--- src/rtl/mlss_pkg.sv ---
package mlss_pkg;

    typedef enum logic [0:0] {
        LN_OFF = 1'b0,
        LN_RUN = 1'b1
    } lane_mode_e;

    // Symbol delay of a lane: step times the lane's position inside its group
    function automatic int lane_skew(input int idx, input int step, input int group);
        return step * (idx % group);
    endfunction

endpackage

--- src/rtl/lane_scrambler.sv ---
module lane_scrambler
    import mlss_pkg::*;
#(
    parameter int                BYTE_W    = 8,
    parameter int                LFSR_W    = 16,
    parameter logic [LFSR_W-1:0] POLY_MASK = 16'h0039,
    parameter logic [LFSR_W-1:0] SEED      = 16'hFFFE,
    parameter int                LANE_IDX  = 0,
    parameter int                CNT_W     = 5
) (
    input  logic              clk,
    input  logic              rst_n,
    input  logic [CNT_W-1:0]  lane_count,
    input  logic              scr_reset,
    input  logic [BYTE_W-1:0] in_byte,
    input  logic              in_ctrl,
    output logic [BYTE_W-1:0] out_byte,
    output logic              out_ctrl
);

    localparam logic [CNT_W:0] IDX_V = (CNT_W+1)'(LANE_IDX);

    lane_mode_e        state_q, state_d;
    logic              lane_on;
    logic [LFSR_W-1:0] lfsr_q, lfsr_walk;
    logic [BYTE_W-1:0] ks;
    logic [BYTE_W-1:0] byte_q;
    logic              ctrl_q;

    assign lane_on = ({1'b0, lane_count} > IDX_V);

    // Next-state logic: lane_up / lane_down
    always_comb begin
        state_d = state_q;
        unique case (state_q)
            LN_OFF: if (lane_on)  state_d = LN_RUN;
            LN_RUN: if (!lane_on) state_d = LN_OFF;
        endcase
    end

    // State register
    always_ff @(posedge clk or negedge rst_n) begin
        if (!rst_n) state_q <= LN_OFF;
        else        state_q <= state_d;
    end

    // Keystream: one byte from eight Galois steps
    always_comb begin
        ks        = '0;
        lfsr_walk = lfsr_q;
        for (int b = 0; b < BYTE_W; b++) begin
            ks[b]     = lfsr_walk[LFSR_W-1];
            lfsr_walk = {lfsr_walk[LFSR_W-2:0], 1'b0}
                        ^ (lfsr_walk[LFSR_W-1] ? POLY_MASK : '0);
        end
    end

    // Output and scrambler register, per state
    always_ff @(posedge clk or negedge rst_n) begin
        if (!rst_n) begin
            lfsr_q <= SEED;
            byte_q <= '0;
            ctrl_q <= 1'b0;
        end else begin
            unique case (state_q)
                LN_OFF: begin
                    lfsr_q <= SEED;
                    byte_q <= '0;
                    ctrl_q <= 1'b0;
                end
                LN_RUN: begin
                    byte_q <= (scr_reset || in_ctrl) ? in_byte : (in_byte ^ ks);
                    ctrl_q <= in_ctrl;
                    lfsr_q <= scr_reset ? SEED : lfsr_walk;
                end
            endcase
        end
    end

    assign out_byte = byte_q;
    assign out_ctrl = ctrl_q;

    // a stopped lane emits idle zeros
    a_r5_off_idle: assert property (@(posedge clk) disable iff (!rst_n)
        (state_q == LN_OFF) |=> (byte_q == '0 && !ctrl_q));

    // a stopped lane sits at the seed
    a_r5_off_seed: assert property (@(posedge clk) disable iff (!rst_n)
        (state_q == LN_OFF) |=> (lfsr_q == SEED));

    // control symbols leave unchanged
    a_r3_ctrl_clear: assert property (@(posedge clk) disable iff (!rst_n)
        (state_q == LN_RUN && in_ctrl) |=> (byte_q == $past(in_byte) && ctrl_q));

    // the reset strobe reloads the seed
    a_r4_reseed: assert property (@(posedge clk) disable iff (!rst_n)
        scr_reset |=> (lfsr_q == SEED));

    // the lane state follows the lane count one cycle later
    a_r7_follow: assert property (@(posedge clk) disable iff (!rst_n)
        lane_on |=> (state_q == LN_RUN));

endmodule

--- src/rtl/lane_delay.sv ---
module lane_delay #(
    parameter int W     = 9,
    parameter int DEPTH = 2
) (
    input  logic         clk,
    input  logic         rst_n,
    input  logic [W-1:0] din,
    output logic [W-1:0] dout
);

    generate
        if (DEPTH == 0) begin : g_pass
            assign dout = din;
        end else begin : g_shift
            logic [W-1:0] pipe [DEPTH];
            always_ff @(posedge clk or negedge rst_n) begin
                if (!rst_n) begin
                    for (int k = 0; k < DEPTH; k++) pipe[k] <= '0;
                end else begin
                    pipe[0] <= din;
                    for (int k = 1; k < DEPTH; k++) pipe[k] <= pipe[k-1];
                end
            end
            assign dout = pipe[DEPTH-1];
        end
    endgenerate

endmodule

--- src/rtl/mlane_scramble_skew.sv ---
module mlane_scramble_skew
    import mlss_pkg::*;
#(
    parameter int                NUM_LANES  = 16,
    parameter int                BYTE_W     = 8,
    parameter int                LFSR_W     = 16,
    parameter logic [LFSR_W-1:0] POLY_MASK  = 16'h0039,
    parameter logic [LFSR_W-1:0] SEED       = 16'hFFFE,
    parameter int                SKEW_STEP  = 2,
    parameter int                SKEW_GROUP = 4,
    localparam int               CNT_W      = $clog2(NUM_LANES + 1)
) (
    input  logic                        clk,
    input  logic                        rst_n,
    input  logic [CNT_W-1:0]            lane_count,
    input  logic                        scr_reset,
    input  logic [NUM_LANES*BYTE_W-1:0] in_bytes,
    input  logic [NUM_LANES-1:0]        in_ctrl,
    output logic [NUM_LANES*BYTE_W-1:0] out_bytes,
    output logic [NUM_LANES-1:0]        out_ctrl
);

    localparam int SYM_W = BYTE_W + 1;

    for (genvar g = 0; g < NUM_LANES; g++) begin : g_lane
        localparam int DEPTH = lane_skew(g, SKEW_STEP, SKEW_GROUP);

        logic [BYTE_W-1:0] s_byte;
        logic              s_ctrl;
        logic [SYM_W-1:0]  d_sym;

        lane_scrambler #(
            .BYTE_W    (BYTE_W),
            .LFSR_W    (LFSR_W),
            .POLY_MASK (POLY_MASK),
            .SEED      (SEED),
            .LANE_IDX  (g),
            .CNT_W     (CNT_W)
        ) u_scr (
            .clk        (clk),
            .rst_n      (rst_n),
            .lane_count (lane_count),
            .scr_reset  (scr_reset),
            .in_byte    (in_bytes[g*BYTE_W +: BYTE_W]),
            .in_ctrl    (in_ctrl[g]),
            .out_byte   (s_byte),
            .out_ctrl   (s_ctrl)
        );

        lane_delay #(
            .W     (SYM_W),
            .DEPTH (DEPTH)
        ) u_dly (
            .clk   (clk),
            .rst_n (rst_n),
            .din   ({s_ctrl, s_byte}),
            .dout  (d_sym)
        );

        assign out_bytes[g*BYTE_W +: BYTE_W] = d_sym[BYTE_W-1:0];
        assign out_ctrl[g]                   = d_sym[BYTE_W];
    end

endmodule

--- config.mk ---
export PLATFORM = sky130hd
export DESIGN_NAME = mlane_scramble_skew
export DESIGN_NICKNAME = d
export VERILOG_FILES = /design/src/rtl/mlss_pkg.sv /design/src/rtl/lane_scrambler.sv /design/src/rtl/lane_delay.sv /design/src/rtl/mlane_scramble_skew.sv
export SDC_FILE = /design/constraint.sdc
export NUM_CORES = 1
export LEC_CHECK = 0
export ABC_CLOCK_PERIOD_IN_PS = 1600
export BUFFER_PORTS_ARGS = -buffer_cell sky130_fd_sc_hd__buf_4
export CORE_ASPECT_RATIO = 1.2
export CORE_MARGIN = 2
export CORE_UTILIZATION = 25
export CTS_CLUSTER_DIAMETER = 120
export DETAILED_ROUTE_END_ITERATION = 6
export PLACE_DENSITY = 0.51
export SKIP_LAST_GASP = 1
export SYNTH_ARGS = -nofsm -noshare
export SYNTH_HDL_FRONTEND = slang
export SYNTH_SLANG_ARGS = --single-unit
--- constraint.sdc ---
create_clock -name clk -period 1.6 [get_ports clk]
set_clock_uncertainty 0.2 [all_clocks]
set_input_delay 0.08 -clock clk [delete_from_list [all_inputs] [get_ports clk]]
set_output_delay 0.08 -clock clk [all_outputs]
set_load 0.03 [all_outputs]
==> run metrics, run 1 <==
number of buffers created by CTS 90; VDD IR max 0.765 mV; GRT Total Usage 0.105; die span in x 322 um; Worst path top cell family by delay flip-flops; Critical Path RT 1.32 ns; DRC viols 0; via density per instance 3.72; share of cells above drive strength 1 0.312; synth top area cells dfrtp_1 (50%), dfstp_2 (21%), xnor2_1 (7.1%), xor2_1 (5.6%), and2_1 (3.6%); critical path class reg -> out; antenna violations before repair 6; worst hold path type in -> reg; Min Hold Slack 0.0728 ns; CP max-delay cell dfrtp_1; Worst setup SP type flop; Yosys warning count 0; leakage 17.2 nW; final count of negative-setup-slack endpoints 0; most frequent cells in the layout dfrtp_1 (608), buf_4 (318), xnor2_1 (247); Final Power 0.0592 W; vias in the first global route 17.4k; Slew Limit Fails 0; Pre-antenna DRT Iters 4; vias 15.6k; Sink Count 848; CP arrival 1.26 ns; io pins 296; Synth area leader dfrtp_1; nets 2715; Avg WL per Cell 15.0 um; filler-free cell count of the finished design 4196; Netlist cell types 27; Synth Net Count 2200; Layout area overhead 31.0%; number of setup buffers added after CTS 0; RSZ-0062 raised after global routing yes; CORE AREA 0.120 mm^2; WL final 62800 um; Post-Syn Area 0.0303 mm^2; fin util 0.331; drt initial violations 675; first-pass GRT wire length 101000 um; Initial Util 0.252; Cells after DPL 3801; DP HPWL 42400 um; Mapped Avg Cell Area 14.8 um^2; CP Buf/Inv Count 1; final worst path period share 0.961; Die Footprint 0.124 mm^2; Post-DRT Antenna Nets 0; fmax 0.651 GHz; final-report hold violation count 0; register area share after synthesis 0.711; status completed; number of synthesized register bits 848; nature of the critical path endpoint output port; I/O Buffers 295; crit-path max FO 1; worst slew pin tran 0.541 ns; fin crit period 1.54 ns; Syn Inst Count 2048; Worst slew margin 0.639; total negative slack 0 ns; root buffer cell clkbuf_16; Core Rows 139; commonest non-fill, non-tap cell in the layout dfrtp_1; max capacitance violation total 0; H-tree Lvls 3; Final Wtd Congestion 0.776; clock slew at reported path FFs 0.06 ns; gr ovfl total 0; clk_lat worst skew 0.68 ns; CTS tree built; Yosys top cell area share 0.502; CP peak stage delay 0.42 ns; largest net degree at the start of global routing 105; CTS max path bufs 3; Die H 385 um; Power Dens Cells 1490 mW/mm^2; cells along the critical path buf_6
-- worst paths after layout --
path                       cells past startpoint                         start                                 to  slack (ns)
min                                            3                   in_ctrl[15]          g_lane[15].u_scr.out_ctrl        0.07
max in group asynchronous                      6                         rst_n          g_lane[2].u_scr.lfsr_q[2]        0.07
max                                            1      g_lane[10].u_dly.dout[6]                      out_bytes[86]        0.06
min in group asynchronous                      4                         rst_n           g_lane[13].u_dly.dout[6]        0.35
min reg2reg                                    0  g_lane[14].u_scr.out_byte[2]  g_lane[14].u_dly.g_shift.pipe[29]        0.13
max reg2reg                                    3     g_lane[2].u_scr.lfsr_q[8]          g_lane[2].u_scr.lfsr_q[4]        0.10
-- power by group --
group          internal [W]  switching [W]  total (W)
Sequential           0.0255        0.00181     0.0273
Combinational       0.00498        0.00467    0.00965
Clock                0.0134        0.00879     0.0222
Total                0.0439         0.0153     0.0592
-- cells in the mapped netlist --
| cell type | count |
|---|---|
| inv_2 | 1 |
| or3_1 | 2 |
| buf_4 | 113 |
| xnor2_1 | 247 |
| a31o_2 | 1 |
| nand3_1 | 1 |
| nor2_4 | 1 |
| clkbuf_1 | 23 |
| nor2_1 | 12 |
| o21ai_0 | 6 |
| and2_1 | 172 |
| o21ai_1 | 8 |
| o211ai_1 | 1 |
| and2b_1 | 16 |
| dfrtp_1 | 608 |
| a21o_1 | 4 |
| or2_1 | 1 |
| o31ai_1 | 1 |
| nor3b_1 | 68 |
| buf_2 | 25 |
| nand2_1 | 152 |
| nand2b_1 | 83 |
| buf_6 | 8 |
| nor3b_2 | 60 |
| a41o_1 | 1 |
| dfstp_2 | 240 |
| xor2_1 | 193 |
-- routing by layer --
| metal | vias to the layer above | global-route usage | wire [um] | share of wire |
|---|---|---|---|---|
| met5 | - | 0 | 0 | 0 |
| met4 | 0 | 0.0415 | 1530 | 0.024 |
| met3 | 90 | 0.0225 | 2990 | 0.048 |
| met2 | 314 | 0.174 | 31100 | 0.50 |
| met1 | 7914 | 0.133 | 27100 | 0.43 |
| li1 | 7297 | - | - | - |
-- worst min-delay path, stage by stage --
cell           delay (ns)
dlygate4sd3_1        0.54
buf_4                0.17
and2_1               0.13
-- kinds of logic (layout without fill, tap and decap cells) --
kind of cell | after synthesis | count (layout) | synth area share
AO/OA/AOI/OAI | 22 | 22 | 0.00442
XOR/XNOR | 440 | 440 | 0.127
buffers and inverters | 170 | 762 | 0.0381
flip-flops | 848 | 848 | 0.711
other | 0 | 5 | 0
AND/OR/NAND/NOR | 568 | 568 | 0.120
-- what timing repair did --
item / CTS / global route
resized for setup: 35 / 2
endpoints found under the hold margin: 1087 / 0
setup endpoints to repair: 36 / 66
hold buffers: 222 / 0
pin swaps: 0 / 0
-- sequential cells by signal, indices dropped and copies added (netlist names) --
signal                     cells
g_lane.u_scr.lfsr_q          256
g_lane.u_dly.dout            108
g_lane.u_scr.out_byte        128
g_lane.u_scr.out_ctrl         16
g_lane.u_dly.g_shift.pipe    324
g_lane.u_scr.state_q          16
-- metrics by stage --
step	cell area [um^2]	setup slack, ns
finish	39700	0.0629
floorplan	30300	0.0982
global route	39700	-0.0234
global placement	34100	0.0261
CTS	39700	-0.0385
detailed placement	34100	-0.00592
-- layout make-up --
class | instances | area, um^2
Clock inverter | 49 | 746
Antenna cell | 5 | 12.5
Multi-Input combinational cell | 1030 | 7620
Fill cell | 11692 | 80300
Tap cell | 1551 | 1940
Clock buffer | 120 | 2450
Sequential cell | 848 | 21500
Timing Repair Buffer | 592 | 5370
Inverter | 1 | 3.75
(Power assumes the default switching activity.)
==> run 2: changes to the inputs <==
--- a/config.mk
+++ b/config.mk
@@ -5,6 +5,7 @@
 export SDC_FILE = /design/constraint.sdc
 export NUM_CORES = 1
 export LEC_CHECK = 0
+export ABC_AREA = 1
 export ABC_CLOCK_PERIOD_IN_PS = 1600
 export BUFFER_PORTS_ARGS = -buffer_cell sky130_fd_sc_hd__buf_4
 export CORE_ASPECT_RATIO = 1.2
@@ -12,7 +13,7 @@
 export CORE_UTILIZATION = 25
 export CTS_CLUSTER_DIAMETER = 120
 export DETAILED_ROUTE_END_ITERATION = 6
-export PLACE_DENSITY = 0.51
+export PLACE_DENSITY = 0.5
 export SKIP_LAST_GASP = 1
 export SYNTH_ARGS = -nofsm -noshare
 export SYNTH_HDL_FRONTEND = slang
==> run 2 against run 1 <==
Effect of this change:
- the run now ends with setup timing left
- worst hold slack got worse by 0.029 ns
- synthesized cell count rose by 76%
- core utilization decreased by 0.21 points
- sequential share of layout area decreased by 4.7 points
- largest cell class unchanged
- register-to-register slack improved by 0.10 ns
- final area up 9.5%
- sequential power shrank 6%
- first-iteration DRC count rose by 69%
- die area rose by 10%
- global-route usage increased by 1.5 points
- non-clock buffer count increased by 62
- via count up 50%
==> run metrics, run 2 <==
status finished, violations left; failing checks setup timing; share of cells above drive strength 1 0.204; number of synthesized register bits 848; Power Dens Cells 1300 mW/mm^2; Final WS setup -0.0325 ns; max reg flops 324; vias 23.5k; Internal 0.0411 W; filler-free cell count of the finished design 5946; max capacitance violation total 0; number of setup buffers added after CTS 0; largest family of logic cells by synthesized area simple AND/OR/NAND/NOR gates; clock slew at reported path FFs 0.07 ns; Filler cells 13.5k; Adder-Cell Fraction of Synth Area 0; I/O Buffers 295; GRT Total Usage 0.120; Reg power frac 0.455; Cells after DPL 5483; final worst path period share 1.02; ys flop type dfrtp_1; vias in the first global route 23.3k; first-pass GRT wire length 129000 um; H-tree Lvls 3; CP max-delay cell dfrtp_2; Syn Inst Count 3599; synth cell count leaders nand2_1 (1431), dfrtp_1 (608), inv_1 (293), nor2_1 (247), dfstp_2 (240); DP HPWL 56200 um; Synth area leader dfrtp_1; Pre-antenna DRT Iters 5; most frequent cells in the layout nand2_1 (1430), dfrtp_1 (604), buf_4 (312); Yosys warning count 0; nets 4239; Compound-Gate Fraction of Synth Area 0.0299; top-count cell post-synth nand2_1; cells along the critical path buf_6; Die Footprint 0.137 mm^2; Post-Synth Simple-Gate Area 0.236; crit-path max FO 1; fmax 0.613 GHz; Net Sw Power 0.0152 W; Most flops, register g_lane.u_dly.g_shift.pipe; CP arrival 1.35 ns; gr ovfl total 0; synth top area cells dfrtp_1 (46%), dfstp_2 (19%), nand2_1 (16%), inv_1 (3.3%), nand3_1 (3.0%); clock group share of total power 0.413; Initial Util 0.253; Sink Count 848; final count of negative-setup-slack endpoints 1; Mapped Avg Cell Area 9.28 um^2; CTS tree built; die span in x 338 um; worst hold path type in -> reg; Post-synth EDFFs 0; worst hold path stage count 4; Worst setup SP type flop; WL final 81000 um; commonest non-fill, non-tap cell in the layout nand2_1; setup slack, reg-to-reg 0.20 ns; drt initial violations 1142; Avg WL per Cell 13.6 um; Post-DRT Antenna Nets 0; Post-Syn Area 0.0334 mm^2; Critical Path RT 1.32 ns; worst slew pin tran 0.724 ns; clk_lat worst skew 0.70 ns; share of synthesized flip-flops with an asynchronous set or reset 1.00; Netlist cell types 22; nature of the critical path endpoint output port; combinational power share 0.132; CTS max path bufs 3; largest net degree at the start of global routing 85; number of buffers created by CTS 92; DRC viols 0; cells on worst reg2reg path 6; Worst path top cell family by delay flip-flops; via density per instance 3.95; leakage 22.4 nW; RSZ-0062 raised after global routing yes; io pins 296; Synth Net Count 3751; VDD IR max 0.879 mV; Sw Share 0.271; Yosys top cell area share 0.455; Core Rows 146; Final Wtd Congestion 0.817; fin util 0.328; Critical Path Stages 1; critical path class reg -> out; Worst slew margin 0.512; fin crit period 1.63 ns; CP peak stage delay 0.48 ns; Die H 404 um; Slew Limit Fails 0; final-report hold violation count 0; Layout area overhead 30.1%; register area share after synthesis 0.644; post-synthesis mux area share 0; XOR/XNOR Fraction of Synth Area 0.00891; CP Buf/Inv Count 1; CORE AREA 0.132 mm^2; root buffer cell clkbuf_16; antenna violations before repair 12
## run 2: cell count changes in the layout (fill, tap and decap cells not counted), moves of 66 or more
cell	change
nand2_1	+1278
dlygate4sd3_1	+66
nand3_1	+200
and2_1	-172
a21oi_1	+160
inv_1	+293
nor2_1	+235
nand2b_1	-83
xor2_1	-192
xnor2_1	-214
nor3b_1	-67
## run 2: layout make-up
type | count | area [um^2] | share of cell area
repair buffers | 654 | 5960 | 0.137
well taps | 1776 | 2220 | 0.0511
inverters | 310 | 1160 | 0.0268
diodes | 4 | 10.0 | 0.000230
clock inverters | 55 | 848 | 0.0195
clock buffers | 118 | 2540 | 0.0585
flip-flops and latches | 848 | 21500 | 0.495
multi-input cells | 2181 | 9170 | 0.211
## run 2: stage by stage
stage               total power, W  instance area, um^2  setup slack [ns]  setup TNS, ns  hold slack (ns)
finish                      0.0563                43400           -0.0325        -0.0325           0.0436
CTS                         0.0574                43400            -0.155         -0.813         0.000823
global placement            0.0327                37000             0.176              0           -0.286
detailed placement          0.0328                37000             0.111              0           -0.287
floorplan                   0.0303                33400             0.205              0           -0.416
global route                0.0595                43400            -0.133         -0.534           0.0521
## run 2: worst reg2reg max path, stage by stage, from the launching register on
cell and delay [ns]:
dfstp_2 0.64, inv_1 0.17, nand2_1 0.11, nand2_1 0.05, nand2_1 0.06, nand2_1 0.05, nand2_1 0.05
## run 2: kinds of logic after synthesis
logic type      after synthesis
flops                       848
simple gates               1948
buf+inv                     570
compound gates              199
xor+xnor                     34
## run 2: timing repair
item                                     CTS  global route
gates resized for setup                   44             2
hold endpoints to repair                1214             0
endpoints found under the setup margin    41            14
hold buffers                             286             0
## run 2: final timing paths
check | from | to
hold / removal | in_bytes[67] | g_lane[8].u_scr.out_byte[3]
setup reg to reg | g_lane[4].u_scr.lfsr_q[13] | g_lane[4].u_scr.lfsr_q[9]
min in group asynchronous | rst_n | g_lane[10].u_dly.dout[5]
max in group asynchronous | rst_n | g_lane[15].u_scr.lfsr_q[3]
hold reg to reg | g_lane[11].u_dly.g_shift.pipe[27] | g_lane[11].u_dly.g_shift.pipe[18]
setup / recovery | g_lane[0].u_scr.out_byte[2] | out_bytes[2]
## run 2: power by group through the flow
stage / sequential (W) / clock [W] / combinational [W]
finish: 0.0256 / 0.0233 / 0.00743
CTS: 0.0256 / 0.0242 / 0.00755
floorplan: 0.0250 / 0 / 0.00527
detailed placement: 0.0260 / 0 / 0.00688
global placement: 0.0259 / 0 / 0.00677
global route: 0.0259 / 0.0251 / 0.00849
## run 2: layer usage
| metal | wire (um) | part of all wire | GRT usage |
|---|---|---|---|
| met5 | 95 | 0.0012 | 0 |
| met4 | 1980 | 0.024 | 0.0451 |
| met3 | 3650 | 0.045 | 0.0243 |
| met2 | 38400 | 0.47 | 0.195 |
| met1 | 36900 | 0.46 | 0.158 |
